--- src/rtl/srp_pkg.sv ---
package srp_pkg;
  localparam int unsigned SRP_WORD_W   = 27;
  localparam int unsigned SRP_MODE_W   = 4;
  localparam int unsigned SRP_SEL_CODE = 3;
  localparam int unsigned SRP_SYNC_LEN = 2;

  typedef enum logic {
    SRC_INPUT   = 1'b0,
    SRC_COUNTER = 1'b1
  } evt_src_e;
endpackage

--- src/rtl/srp_sync.sv ---
module srp_sync #(
  parameter int unsigned W      = 1,
  parameter int unsigned STAGES = 2
) (
  input  logic         clk,
  input  logic         rst_n,
  input  logic [W-1:0] d,
  output logic [W-1:0] q
);
  logic [W-1:0] stg [STAGES];

  generate
    for (genvar i = 0; i < STAGES; i++) begin : g_stage
      if (i == 0) begin : g_first
        always_ff @(posedge clk or negedge rst_n) begin
          if (!rst_n) stg[0] <= '0;
          else        stg[0] <= d;
        end
      end else begin : g_next
        always_ff @(posedge clk or negedge rst_n) begin
          if (!rst_n) stg[i] <= '0;
          else        stg[i] <= stg[i-1];
        end
      end
    end
  endgenerate

  assign q = stg[STAGES-1];
endmodule

--- src/rtl/srp_shift_reg.sv ---
module srp_shift_reg #(
  parameter int unsigned WORD_W = 27
) (
  input  logic              clk,
  input  logic              rst_n,
  input  logic              load_en,
  input  logic              shift_en,
  input  logic [WORD_W-1:0] load_word,
  output logic [WORD_W-1:0] shift_q,
  output logic              bit_out
);
  logic [WORD_W-1:0] shift_n;

  // Capture wins over shift; vacated positions fill with ones.
  always_comb begin
    shift_n = shift_q;
    if (load_en)       shift_n = load_word;
    else if (shift_en) shift_n = {1'b1, shift_q[WORD_W-1:1]};
  end

  always_ff @(posedge clk or negedge rst_n) begin
    if (!rst_n) shift_q <= '1;
    else        shift_q <= shift_n;
  end

  assign bit_out = shift_q[0];
endmodule

--- src/rtl/srp_event_latch.sv ---
module srp_event_latch
  import srp_pkg::*;
(
  input  logic     clk,
  input  logic     rst_n,
  input  logic     clr,
  input  logic     arm,
  input  logic     in_chg,
  input  logic     cnt_done,
  output logic     pend_q,
  output evt_src_e src_q
);
  logic     pend_n;
  evt_src_e src_n;

  always_comb begin
    pend_n = pend_q;
    src_n  = src_q;
    if (clr) begin
      pend_n = 1'b0;
      src_n  = SRC_INPUT;
    end else if (arm && (cnt_done || in_chg)) begin
      pend_n = 1'b1;
      if (cnt_done)     src_n = SRC_COUNTER;
      else if (!pend_q) src_n = SRC_INPUT;
    end
  end

  always_ff @(posedge clk or negedge rst_n) begin
    if (!rst_n) begin
      pend_q <= 1'b0;
      src_q  <= SRC_INPUT;
    end else begin
      pend_q <= pend_n;
      src_q  <= src_n;
    end
  end
endmodule

--- src/rtl/status_readout_port.sv ---
module status_readout_port
  import srp_pkg::*;
#(
  parameter int unsigned WORD_W   = SRP_WORD_W,
  parameter int unsigned MODE_W   = SRP_MODE_W,
  parameter int unsigned SEL_CODE = SRP_SEL_CODE,
  parameter int unsigned SYNC_LEN = SRP_SYNC_LEN
) (
  input  logic              clk,
  input  logic              rst_n,
  input  logic [MODE_W-1:0] mode_sel,
  input  logic              ce_pin,
  input  logic              cl_pin,
  input  logic [WORD_W-1:0] status_word,
  input  logic              gp_in,
  input  logic              cnt_done,
  output logic              do_pull_low,
  output logic              evt_by_counter
);
  localparam int unsigned PIN_N = 3;
  localparam logic [MODE_W-1:0] SEL_VAL = MODE_W'(SEL_CODE);

  // Reset: asserted asynchronously, released on the clock.
  logic [1:0] rst_pipe;
  logic       rst_core_n;
  always_ff @(posedge clk or negedge rst_n) begin
    if (!rst_n) rst_pipe <= 2'b00;
    else        rst_pipe <= {rst_pipe[0], 1'b1};
  end
  assign rst_core_n = rst_pipe[1];

  logic [PIN_N-1:0] pin_raw, pin_s;
  assign pin_raw = {gp_in, cl_pin, ce_pin};

  srp_sync #(.W(PIN_N), .STAGES(SYNC_LEN)) sync_i (
    .clk(clk), .rst_n(rst_core_n), .d(pin_raw), .q(pin_s)
  );

  logic ce_s, cl_s, in_s;
  assign ce_s = pin_s[0];
  assign cl_s = pin_s[1];
  assign in_s = pin_s[2];

  // Delayed copies for edge detection.
  logic ce_d, cl_d, in_d;
  logic ce_d_n, cl_d_n, in_d_n;
  always_comb begin
    ce_d_n = ce_s;
    cl_d_n = cl_s;
    in_d_n = in_s;
  end
  always_ff @(posedge clk or negedge rst_core_n) begin
    if (!rst_core_n) begin
      ce_d <= 1'b0;
      cl_d <= 1'b0;
      in_d <= 1'b0;
    end else begin
      ce_d <= ce_d_n;
      cl_d <= cl_d_n;
      in_d <= in_d_n;
    end
  end

  logic mode_on, ce_rise, ce_fall, cl_fall, in_chg;
  assign mode_on = (mode_sel == SEL_VAL);
  assign ce_rise = ce_s & ~ce_d;
  assign ce_fall = ~ce_s & ce_d;
  assign cl_fall = ~cl_s & cl_d;
  assign in_chg  = in_s ^ in_d;

  // Readout window flag.
  logic rd_act_q, rd_act_n;
  always_comb begin
    rd_act_n = rd_act_q;
    if (!mode_on || ce_fall)  rd_act_n = 1'b0;
    else if (ce_rise)         rd_act_n = 1'b1;
  end
  always_ff @(posedge clk or negedge rst_core_n) begin
    if (!rst_core_n) rd_act_q <= 1'b0;
    else             rd_act_q <= rd_act_n;
  end

  logic              load_en, shift_en, bit_out;
  logic [WORD_W-1:0] shift_q;
  assign load_en  = mode_on & ce_rise;
  assign shift_en = mode_on & rd_act_q & cl_fall;

  srp_shift_reg #(.WORD_W(WORD_W)) shreg_i (
    .clk(clk), .rst_n(rst_core_n), .load_en(load_en), .shift_en(shift_en),
    .load_word(status_word), .shift_q(shift_q), .bit_out(bit_out)
  );

  logic     evt_clr, evt_arm, evt_pend;
  evt_src_e evt_src;
  assign evt_clr = ~mode_on | ce_rise | ce_fall;
  assign evt_arm = mode_on & ~ce_s & ~rd_act_q;

  srp_event_latch evt_i (
    .clk(clk), .rst_n(rst_core_n), .clr(evt_clr), .arm(evt_arm),
    .in_chg(in_chg), .cnt_done(cnt_done), .pend_q(evt_pend), .src_q(evt_src)
  );

  assign do_pull_low    = mode_on & (rd_act_q ? ~bit_out : evt_pend);
  assign evt_by_counter = evt_pend & (evt_src == SRC_COUNTER);
endmodule

--- config.mk ---
export PLATFORM = sky130hd
export DESIGN_NAME = status_readout_port
export DESIGN_NICKNAME = d
export VERILOG_FILES = /design/src/rtl/srp_pkg.sv /design/src/rtl/srp_sync.sv /design/src/rtl/srp_shift_reg.sv /design/src/rtl/srp_event_latch.sv /design/src/rtl/status_readout_port.sv
export SDC_FILE = /design/constraint.sdc
export NUM_CORES = 1
export LEC_CHECK = 0
export ABC_AREA = 1
export BUFFER_PORTS_ARGS = -buffer_cell sky130_fd_sc_hd__buf_2
export CELL_PAD_IN_SITES_DETAIL_PLACEMENT = 0
export CELL_PAD_IN_SITES_GLOBAL_PLACEMENT = 1
export CORE_ASPECT_RATIO = 1.1
export CORE_MARGIN = 2
export CORE_UTILIZATION = 40
export CTS_CLUSTER_DIAMETER = 80
export DETAILED_ROUTE_END_ITERATION = 8
export GPL_ROUTABILITY_DRIVEN = 0
export PLACE_DENSITY = 0.82
export SETUP_SLACK_MARGIN = 0.1
export SLEW_MARGIN = 20
export SYNTH_ARGS = -nofsm -noshare
export SYNTH_HDL_FRONTEND = slang
export SYNTH_SLANG_ARGS = --single-unit
--- constraint.sdc ---
create_clock -name clk -period 1.5 [get_ports clk]
set_input_delay 0.225 -clock clk [delete_from_list [all_inputs] [get_ports clk]]
set_output_delay 0.225 -clock clk [all_outputs]
set_load 0.05 [all_outputs]
Word-level counts from Yosys, hierarchy flattened
Cells that the tools add are included.
Cells by class
  eq/ne operators: 2
  reductions and logical operators: 8
  bitwise gates (word level): 19
  multiplexer cells: 11
Operator list (number)
  two-way mux 27 bit: 2
  bitwise AND 1 bit: 10
  two-way mux 1 bit: 9
  NOT 1 bit: 6
  nonzero test 2 bit: 3
  equality test 4 x 2 -> 1 bit, second input constant: 1
  inequality test 3 bit, second input constant: 1
  logical OR 1 bit: 2
  OR 1 bit: 2
  AND reduction 2 bit: 1
  logical AND 1 bit: 1
  zero test 1 bit: 1
  XOR 1 bit: 1
Word-level totals
  register bits after elaboration: 41
  output and inout port bits: 2
  logic and storage cells: 50
  input bits: 37

Logic depth before layout (Yosys ltp)
  word-level depth: 6
  gate-level depth with buffers: 9
  mapped depth without buffers: 8

Cells and area by module
Synthesis repeated with hierarchy kept, for this count alone.
Unflattened totals
  cell total of the unflattened synthesis: 200
  area total of the unflattened synthesis: 1833.0 µm²
Modules (own cells, without submodules)
  srp_shift_reg: seq. area each 709.4 µm², area an instance 1297.5 µm², cells each 147, instances 1
  status_readout_port: seq. area each 150.1 µm², area an instance 257.7 µm², cells each 29, instances 1
  srp_sync: seq. area each 150.1 µm², area an instance 172.7 µm², cells each 9, instances 1
  srp_event_latch: seq. area each 50.0 µm², area an instance 105.1 µm², cells each 15, instances 1

Worst setup path before layout
OpenSTA, ideal clock, no wires.
  path kind: input-to-output
  start: input port mode_sel[3]
  end: output port do_pull_low
  setup slack: -410 ps
  path buffers: 0
  cell stages on the path: 3
  data arrival time: 1685 ps
  cell sequence: nor2_4 nand2_2 a211oi_1
On the way
  cells in the longest elaborated chain, start to end: 2
RTL lines
  from (decl): RTL line status_readout_port.sv:11  | input logic [MODE_W-1:0] mode_sel,
  equality test 4 x 2 -> 1 bit: RTL line status_readout_port.sv:65  | assign mode_on = (mode_sel == SEL_VAL);
  bitwise AND 1 bit: RTL line status_readout_port.sv:103  | assign do_pull_low = mode_on & (rd_act_q ? ~bit_out : evt_pend);
  to (decl): RTL line status_readout_port.sv:17  | output logic do_pull_low,
Every way passes these cells.

Worst setup path in the final report
  start: register rd_act_q
  end: output port do_pull_low
On the way
  cells in the longest elaborated chain, start to end: 2
RTL lines
  from (decl): RTL line status_readout_port.sv:72  | logic rd_act_q, rd_act_n;
  from (signal assigned): RTL line status_readout_port.sv:80  | else rd_act_q <= rd_act_n;
  two-way mux 1 bit: RTL line status_readout_port.sv:103
  bitwise AND 1 bit: RTL line status_readout_port.sv:103
Every way passes these cells.

==> flow_metrics.py <==
metrics = {
    "drt": {
        "drtPass1Iterations": 4,
        "drc_errors": 0,
        "post_drt_wl_per_cell_um": 11.2,
        "viasPerCell": 4.64,
        "vias": 1605,
        "postRouteWirelength_um": 3880,
        "drt_iter0_drc": 85,
        "ant_nets": 0,
    },
    "yosys": {
        "syn_area_mm2": 0.00197,
        "syn_avg_cell_area_um2": 8.06,
        "synth.yosys.seq_area_share_pct": 53.7,
        "netlist.area_leader.share_pct": 35.9,
        "synth_nets": 282,
        "yosys-top-cells-area": "dfstp_2 (36%), nand2_1 (28%), dfrtp_1 (18%)",
        "ys_warn_count": 0,
        "synth.distinct_cells": 18,
        "yosys_register_bits": 41,
        "syn_inst": 245,
        "yosysTopAreaCell": "dfstp_2",
    },
    "place": {
        "port_buffers": 38,
        "hpwl_um": 2460,
    },
    "global_routing": {
        "antenna_found_initial": 0,
        "grt_pass1_wl_um": 6440,
        "grt_pass1_vias": 1447,
        "grt_overflow_total": 0,
        "grt_max_degree": 28,
        "grtUsageTotal_pct": 15.0,
    },
    "floorplan": {
        "die_area_mm2": 0.00551,
        "io_pins": 39,
        "die_h_um": 77.7,
        "initial_core_util_pct": 42.1,
        "coreArea_mm2": 0.00468,
        "die_width_um": 71.0,
        "rows": 26,
    },
    "cells_and_area": {
        "n_fill_cell": 479,
        "mostFrequentLayoutCell": "nand2_1",
        "drive_gt1_share_pct": 35.5,
        "diodes": 0,
        "final_cell_mix": "nand2_1 (147), buf_2 (37), dfstp_2 (27)",
        "nets": 326,
        "area_growth_pct": 19.0,
    },
    "worst_setup_path": {
        "setup.worst_path.end_class": "primary output",
        "r2r_setup_slack_ps": 250,
        "endpoint": "do_pull_low",
        "rr_worst_depth": 7,
        "crit_start": "rd_act_q",
        "crit_chain": "a211oi_4, buf_6",
        "crit_type": "reg -> out",
        "cp.arrival_ps": 1130,
        "path_buf_inv": 1,
        "cp.required_ps": 1270,
        "crit_path_start_kind": "flop",
        "path_delay_family": "flip-flops",
        "slowest_stage": "dfrtp_2",
        "crit_path_max_incr_delay_ps": 440,
        "cp_max_fo": 3,
        "r2r-end": "shreg_i.shift_q[25]",
        "r2r_start": "rd_act_q",
        "cp.depth": 2,
    },
    "clock_tree": {
        "clock-sinks": 41,
        "clkTransAtPathRegs_ps": 70,
        "post_cts_buffers": 0,
        "htree_levels": 2,
        "insertion_delay_ps": 290,
        "tritoncts": "built",
        "cts_made_buffers": 5,
        "cts_buffer_depth": 2,
        "cts_root_buffer": "clkbuf_8",
    },
    "timing": {
        "hold_viol_final": 0,
        "tns_ps": 0,
        "fin_crit_ps": 1350,
        "clock-skew-final_ps": 5.50,
        "rsz0062_at_grt": "false",
        "finalMaxSlewViolations": 0,
        "post-route-period-util_pct": 90.2,
        "setup_violations": 0,
        "fmax_mhz": 739,
    },
    "power_and_ir_drop": {
        "p_per_area_mw_per_mm2": 872,
        "peakVddDrop_mv": 0.591,
        "leakage_nw": 1.21,
        "finalPower_mw": 2.05,
    },
    "flow_run": {
        "drv_cap": 0,
    },
    "status": {
        "outcome": "finished clean",
    },
    "hold_path": {
        "hp-class": "in -> reg",
    },
}
-- area by class of cell --
cell class	instances	area, um^2	share of cell area, %
Clock buffer	6	72.6	3.09
Timing Repair Buffer	44	260	11.1
Clock inverter	2	10.0	0.426
Inverter	10	42.5	1.81
Multi-Input combinational cell	187	833	35.5
Sequential cell	41	1060	45.2
Tap cell	56	70.1	2.98
-- worst register-to-register path: stages (launching register included) --
cell	delay, ps
dfrtp_2	410
inv_2	50
nor2_1	80
nand2_1	130
nand2_2	150
nand3_4	180
nand2_1	100
nand3_1	70
-- what timing repair did --
item,CTS,global route
gates resized for setup,3,4
endpoints found under the setup margin,1,27
endpoints found under the hold margin,2,0
pin swaps,1,1
hold buffers,1,0
cloned,0,1
-- where the power goes --
group | switching (mW) | total [mW] | internal [mW]
clock | 0.362 | 0.685 | 0.322
sequential | 0.0260 | 1.20 | 1.17
combinational | 0.0952 | 0.167 | 0.0721
total | 0.484 | 2.05 | 1.57
-- stage by stage --
| stage | worst slack (ps) | hold slack, ps | utilization (%) | cells | cell area, um^2 |
|---|---|---|---|---|---|
| finish | 146 | 38.0 | 50.2 | 346 | 2350 |
| global route | 104 | 18.6 | 50.2 | 346 | 2350 |
| CTS | 114 | 29.4 | 49.6 | 345 | 2320 |
| detailed placement | 174 | 11.9 | 47.5 | 336 | 2220 |
| global placement | 195 | 11.2 | 47.5 | 336 | 2220 |
| floorplan | 264 | -70.6 | - | 245 | 1990 |
-- Yosys cell counts --
master,number
a211oi_1,1
a21oi_1,2
a21oi_4,1
buf_12,1
buf_2,4
buf_6,3
conb_1,1
dfrtp_1,14
dfstp_2,27
inv_1,5
inv_2,4
inv_4,1
nand2_1,147
nand2_2,12
nand3_1,9
nand3_4,2
nor2_1,9
nor2_4,2
-- worst min-delay path by stage --
| stage | from | to | slack (ps) | cells after the start |
|---|---|---|---|---|
| after global routing | cl_pin | sync_i.stg[4] | 20 | 1 |
| after detailed placement | rst_n | rst_pipe[0] | 10 | 1 |
| final | ce_pin | sync_i.stg[3] | 40 | 1 |
| after global placement | rst_n | rst_pipe[0] | 10 | 1 |
| after floorplan | rst_n | rst_pipe[0] | -70 | 0 |
| after CTS | ce_pin | sync_i.stg[3] | 30 | 1 |
-- layer usage --
| metal | GRT usage [%] | routed length, um |
|---|---|---|
| met5 | 0 | 0 |
| met4 | 7.36 | 82 |
| met3 | 3.51 | 156 |
| met2 | 24.4 | 1890 |
| met1 | 18.7 | 1750 |
-- cell families after synthesis --
kind of cell	Yosys count	share of synthesized area (%)
AND/OR/NAND/NOR	181	38.7
flip-flops	41	53.7
buffers and inverters	18	5.77
other	1	0.190
AO/OA/AOI/OAI	4	1.71
-- sequential cells by signal, indices dropped and copies added, names as in the netlist --
signal and cells:
shreg_i.shift_q 27, evt_i.src_q 1, cl_d 1, rd_act_q 1, ce_d 1, sync_i.stg 3
sync_i.q 3, evt_i.pend_q 1, rst_pipe 2, in_d 1
Note: power is estimated with default switching activity, not from simulation.
